**src/rtl/hs_pkg.sv**
```systemverilog
`timescale 1ns/100ps
package hs_pkg;
  parameter int CFG_W   = 3;
  parameter int EN_BIT  = 2;
  parameter int FN_BIT  = 1;
  parameter int DIR_BIT = 0;

  typedef struct packed {
    logic enable;
    logic readyMode;
    logic followRx;
  } hsCfg_t;

  typedef struct packed {
    logic enable;
    logic readyMode;
    logic followRx;
    logic dataAccess;
  } hsStrb_t;

  function automatic hsCfg_t unpackCfg(input logic [CFG_W-1:0] raw);
    hsCfg_t c;
    c.enable    = raw[EN_BIT];
    c.readyMode = raw[FN_BIT];
    c.followRx  = raw[DIR_BIT];
    return c;
  endfunction
endpackage

```
**src/rtl/hs_ctrl.sv**
```systemverilog
`timescale 1ns/100ps
module hs_ctrl
  import hs_pkg::*;
(
  input  logic             clk,
  input  logic             rst_n,
  input  logic             cfgWrEn,
  input  logic [CFG_W-1:0] cfgWrData,
  input  logic             portSel,
  input  logic             ioReqN,
  input  logic             pinActive,
  output hsStrb_t          strb
);
  hsCfg_t cfgEff;
  hsCfg_t cfgStaged;
  logic   pending;
  hsCfg_t newCfg;
  logic   needStage;

  assign newCfg    = unpackCfg(cfgWrData);
  assign needStage = pinActive && cfgEff.enable && (newCfg.readyMode != cfgEff.readyMode);

  always_ff @(posedge clk or negedge rst_n) begin
    if (!rst_n) begin
      cfgEff    <= '0;
      cfgStaged <= '0;
      pending   <= 1'b0;
    end else if (pending) begin
      cfgEff  <= cfgWrEn ? newCfg : cfgStaged;
      pending <= 1'b0;
    end else if (cfgWrEn) begin
      if (needStage) begin
        cfgEff.enable <= 1'b0;
        cfgStaged     <= newCfg;
        pending       <= 1'b1;
      end else begin
        cfgEff <= newCfg;
      end
    end
  end

  always_comb begin
    strb.enable     = cfgEff.enable;
    strb.readyMode  = cfgEff.readyMode;
    strb.followRx   = cfgEff.followRx;
    strb.dataAccess = portSel && !ioReqN;
  end

  // the staging interval never lasts longer than one cycle
  assert_stage_one_cycle_R9: assert property (@(posedge clk) disable iff (!rst_n)
    pending |=> !pending);

  // during staging the pin is held disabled
  assert_stage_disabled_R9: assert property (@(posedge clk) disable iff (!rst_n)
    pending |-> !strb.enable);

  // a plain write lands unchanged on the next edge
  assert_direct_write_R10: assert property (@(posedge clk) disable iff (!rst_n)
    (cfgWrEn && !pending && !needStage) |=> (cfgEff == $past(newCfg)));
endmodule

```
**src/rtl/hs_path.sv**
```systemverilog
`timescale 1ns/100ps
module hs_path
  import hs_pkg::*;
(
  input  logic    clk,
  input  logic    rst_n,
  input  hsStrb_t strb,
  input  logic    txFull,
  input  logic    rxFull,
  output logic    readyN,
  output logic    waitPullDn,
  output logic    pinActive
);
  logic readyCond;
  logic readyActive;
  logic readyOn;
  logic waitCond;
  logic waitHold;

  // ready: condition from buffer state only, asserted at a rising edge
  assign readyCond = strb.enable && strb.readyMode &&
                     (strb.followRx ? rxFull : !txFull);

  always_ff @(posedge clk or negedge rst_n) begin
    if (!rst_n) readyActive <= 1'b0;
    else        readyActive <= readyCond && !strb.dataAccess;
  end

  assign readyOn = readyActive && readyCond && !strb.dataAccess;
  assign readyN  = !readyOn;

  // wait: asserted by the access itself, held to the next falling edge
  assign waitCond = strb.enable && !strb.readyMode && strb.dataAccess &&
                    (strb.followRx ? !rxFull : txFull);

  always_ff @(negedge clk or negedge rst_n) begin
    if (!rst_n) waitHold <= 1'b0;
    else        waitHold <= waitCond;
  end

  assign waitPullDn = waitCond || (waitHold && strb.enable && !strb.readyMode);
  assign pinActive  = readyOn || waitPullDn;

  // a disabled field keeps the pin idle
  assert_disabled_idle_R3: assert property (@(posedge clk) disable iff (!rst_n)
    !strb.enable |-> (readyN && !waitPullDn));

  // ready can only have fallen after a cycle spent enabled in ready mode
  assert_ready_fall_mode_R5: assert property (@(posedge clk) disable iff (!rst_n)
    $fell(readyN) |-> $past(strb.enable && strb.readyMode));

  // an access in progress never sees ready low
  assert_access_releases_R6: assert property (@(posedge clk) disable iff (!rst_n)
    strb.dataAccess |-> readyN);

  // the two functions never drive the pin at once
  assert_modes_exclusive_R7: assert property (@(posedge clk) disable iff (!rst_n)
    !(!readyN && waitPullDn));
endmodule

```
**src/rtl/chan_handshake.sv**
```systemverilog
`timescale 1ns/100ps
module chan_handshake
  import hs_pkg::*;
(
  input  logic             clk,
  input  logic             rst_n,
  input  logic             cfgWrEn,
  input  logic [CFG_W-1:0] cfgWrData,
  input  logic             txFull,
  input  logic             rxFull,
  input  logic             portSel,
  input  logic             ioReqN,
  output logic             readyN,
  output logic             waitPullDn
);
  hsStrb_t strb;
  logic    pinActive;

  hs_ctrl u_ctrl (
    .clk       (clk),
    .rst_n     (rst_n),
    .cfgWrEn   (cfgWrEn),
    .cfgWrData (cfgWrData),
    .portSel   (portSel),
    .ioReqN    (ioReqN),
    .pinActive (pinActive),
    .strb      (strb)
  );

  hs_path u_path (
    .clk        (clk),
    .rst_n      (rst_n),
    .strb       (strb),
    .txFull     (txFull),
    .rxFull     (rxFull),
    .readyN     (readyN),
    .waitPullDn (waitPullDn),
    .pinActive  (pinActive)
  );
endmodule

```
**config.mk**
```make
export PLATFORM = sky130hd
export DESIGN_NAME = chan_handshake
export DESIGN_NICKNAME = d
export VERILOG_FILES = /design/src/rtl/hs_pkg.sv /design/src/rtl/hs_ctrl.sv /design/src/rtl/hs_path.sv /design/src/rtl/chan_handshake.sv
export SDC_FILE = /design/constraint.sdc
export NUM_CORES = 1
export LEC_CHECK = 0
export BUFFER_PORTS_ARGS = -buffer_cell sky130_fd_sc_hd__buf_2
export CAP_MARGIN = 5
export CORE_AREA = 4 4 41 43
export DETAILED_ROUTE_END_ITERATION = 12
export DIE_AREA = 0 0 45 47
export PLACE_DENSITY = 0.7
export SETUP_SLACK_MARGIN = 0.15
export SYNTH_ARGS = -nofsm -noshare
export SYNTH_HDL_FRONTEND = slang
export SYNTH_HIERARCHICAL = 1
export SYNTH_SLANG_ARGS = --single-unit
```
**constraint.sdc**
```tcl
create_clock -name clk -period 6.1 [get_ports clk]
set_clock_uncertainty 0.2 [all_clocks]
set_input_delay 1.22 -clock clk [delete_from_list [all_inputs] [get_ports clk]]
set_output_delay 1.22 -clock clk [all_outputs]
set_load 0.02 [all_outputs]
```
-- After elaboration in Yosys (flattened, before gate mapping)
Index checks and enable logic that the tools add are counted.
- register bits after elaboration: 9
- input port bits: 10
- output and inout bits: 2
- word-level logic and storage cells: 46
- eq/ne operators: 2
- multiplexer cells: 10
- bitwise operators: 1
- reductions and logical operators: 24
- operator list (cell ; number):
    $logic_and A1 B1 Y1 ; 13
    $mux W3 ; 3
    $logic_not A1 Y1 ; 6
    $mux W1 ; 6
    $reduce_and A3 Y1 ; 1
    $logic_or A1 B1 Y1 ; 2
    $mux W2 ; 1
    $ne A2 B1 Y1 const B ; 1
    $reduce_and A2 Y1 ; 1
    $reduce_bool A2 Y1 ; 1
    $ne A1 B1 Y1 ; 1
    $not A1 Y1 ; 1

-- Longest topological paths before layout
- word-level depth: 11
- mapped depth: 7
- depth with buffers taken out: 7

-- By module
Netlist, hierarchy kept.
- modules (own cells, without submodules) (module ; instances ; cells each ; area each (um^2) ; seq. area each (um^2)):
    hs_ctrl ; 1 ; 29 ; 366.6 ; 175.2
    hs_path ; 1 ; 17 ; 155.1 ; 50.0

==> flow_summary.toml <==
[synthesis]
yosysSeqAreaShare_pct = 43.2
synth_area_per_cell_sq_um = 11.3
synth_top_area_share_pct = 38.4
synth_cell_types = 28
ys_ff_latch = 9
syn_inst = 46
synth_top_cell_by_area = "dfrtp_1"
synth_warnings = 6
synth_flop_cell = "dfrtp_1"
netlist_area_sq_um = 522
synth_nets = 56
synth-async-reset-ratio_pct = 100
synth_area_leaders = "dfrtp_1, mux2_2, dfrtn_1"
synth_edf_count = 0

[grt]
antenna_found_initial = 0
grt_pass1_wl_microns = 1440
track_usage_pct = 9.61
grt_pass1_vias = 333
grt_max_degree = 10
gr-total-overflow = 0

[drt]
routed_wl_microns = 874
drtIter0Drc = 2
postRouteAntennaNets = 0
routedWlPerCell_microns = 11.8
drt-pass1-iter-count = 3
route.vias.total = 370
drc = 0
viasPerCell = 5.00

[critical_path]
slowest_stage = "dfrtn_1"
worstPathMaxFanout = 2
slowest_delay_ns = 0.41
critPathKind = "flip-flop to output port"
crit_buf_inv = 1
path_delay_family = "flip-flops"
endpoint_kind = "output port"
rrSetupSlack_ns = 1.32
crit_start = "u_path/waitHold$_DFF_NN0_"
crit_path_cell_trace = "o21a_1 -> buf_2"
critPathArrivalTime_ns = 4.00
r2r-end = "u_ctrl/cfgStaged[2]$_DFFE_PN0P_"
rr_startpoint = "u_path/waitHold$_DFF_NN0_"
startpoint_type = "flip-flop"
required_ns = 4.68
r2r_cells = 5

[power]
pwr-share-clk_pct = 33.3
switching_share_pct = 26.7
leakage_nw = 0.293
powerDensity_mw_per_mm2 = 229
combPwrFrac_pct = 15.9
power_uw = 138
power.net_switching_uw = 36.8
p_seq_share_pct = 50.8
internal_power_uw = 101
irDropWorstVdd_uv = 117

[min_path]
min_to = "u_ctrl/cfgStaged[1]$_DFFE_PN0P_"
hp-class = "flip-flop to flip-flop"
hp-start = "u_ctrl/cfgStaged[1]$_DFFE_PN0P_"
min_path_cells = 1

[die]
num_rows = 13
die_area_sq_mm = 0.00212
die_width_microns = 45
start_util_pct = 40.1
core_sq_mm = 0.00130
ioPinCount = 12
die_h_microns = 47

[clock_network]
clk_latency_ns = 0.27
cts-buffers-inserted = 3
path_clk_slew_ns = 0.07
cts_tree = "built"
cts.repair.resized = 0
root_buffer = "clkbuf_4"
ctsHtreeMaxLevel = 1
hold_buffers = 0
ctsLongestPathBuffers = 2
postCtsSetupRepairBufs = 0
cts.sinks = 9

[layout]
n_antenna_cell = 0
mostFrequentLayoutCells = "buf_2, dfrtp_1, nand2_1"
syn_to_final_growth_pct = 15.8
layout_commonest_cell = "buf_2"
nNetsFinal = 70
drive_gt1_share_pct = 40.7

[placed_design]
port_buffers = 11
hpwl_microns = 702
gp_congestion = 0.749

[timing]
slew-limit-headroom_pct = 73.3
whs_ns = 0.315
final_max_slew_viol_count = 0
worstMarginPinSlew_ns = 0.398
hold_violations = 0
rsz0062_at_grt = "false"
setup_viol_count_final = 0
tns_ns = 0

[run]
drv_cap = 0

[status]
status = "finished, final reports clean"
==> layout make-up <==
class                           instances  area, sq um
Sequential cell                         9          225
Clock inverter                          1         5.00
Clock buffer                            3         22.5
Multi-Input combinational cell         33          270
Inverter                                2         7.51
Tap cell                               15         18.8
Fill cell                             135          697
Timing Repair Buffer                   11         55.1
==> state kept, by name, summed over array words and instances, names as in the netlist <==
signal,cells
u_ctrl/pending,1
u_ctrl/cfgStaged,3
u_ctrl/strb,3
u_path/readyActive,1
u_path/waitHold,1
==> metrics by stage <==
stage          util [%]  cell area, sq um  cells  worst slack [ns]
2_1_floorplan         -               522     46              1.02
3_3_place_gp       44.3               577     70             0.982
3_5_place_dp       44.3               577     70             0.973
4_1_cts            46.4               604     74             0.671
5_1_grt            46.4               604     74             0.619
6_report           46.4               604     74             0.677
==> worst reg2reg max path: cells and delay by family, from the launching register on <==
kind / cells / cell delay, ns
flip-flops: 1 / 0.41
multiplexers: 1 / 0.37
AND/OR/NAND/NOR: 4 / 0.63
==> power groups by stage <==
stage	clock network (mW)	logic (mW)	registers (mW)
after floorplan	0	0.0161	0.0698
after global placement	0	0.0217	0.0710
after detailed placement	0	0.0223	0.0715
after CTS	0.0474	0.0223	0.0702
after global routing	0.0503	0.0248	0.0711
final	0.0459	0.0220	0.0702
==> how the worst max path moves through the flow <==
| stage | endpoint | depth (start not counted) | slack [ns] |
|---|---|---|---|
| after global placement | waitPullDn | 2 | 0.98 |
| after detailed placement | waitPullDn | 2 | 0.97 |
| after floorplan | waitPullDn | 1 | 1.02 |
| final | waitPullDn | 2 | 0.68 |
| after global routing | waitPullDn | 2 | 0.62 |
| after CTS | waitPullDn | 2 | 0.67 |
==> cells by family after synthesis <==
group | count (synthesis) | synth area share (%)
compound gates | 8 | 12.2
xor+xnor | 1 | 1.68
buf+inv | 4 | 5.03
flops | 9 | 43.2
mux | 5 | 10.3
simple gates | 19 | 27.6
==> cell usage after synthesis (2+ instances only) <==
cell type / n
a211oi_1: 3
nand2_1: 5
inv_1: 2
dfrtp_1: 8
nor2b_1: 2
mux2i_1: 2
mux2_2: 3
==> routing by layer <==
layer	routed length [microns]	part of all wire (%)	global-route usage, %	vias to the layer above
li1	-	-	-	193
met1	402	46	12.3	166
met2	397	45	15.0	11
met3	73	8.4	2.30	0
met4	0	0	5.26	0
met5	0	0	0	-
No activity file was read; power rests on OpenSTA's default activity.
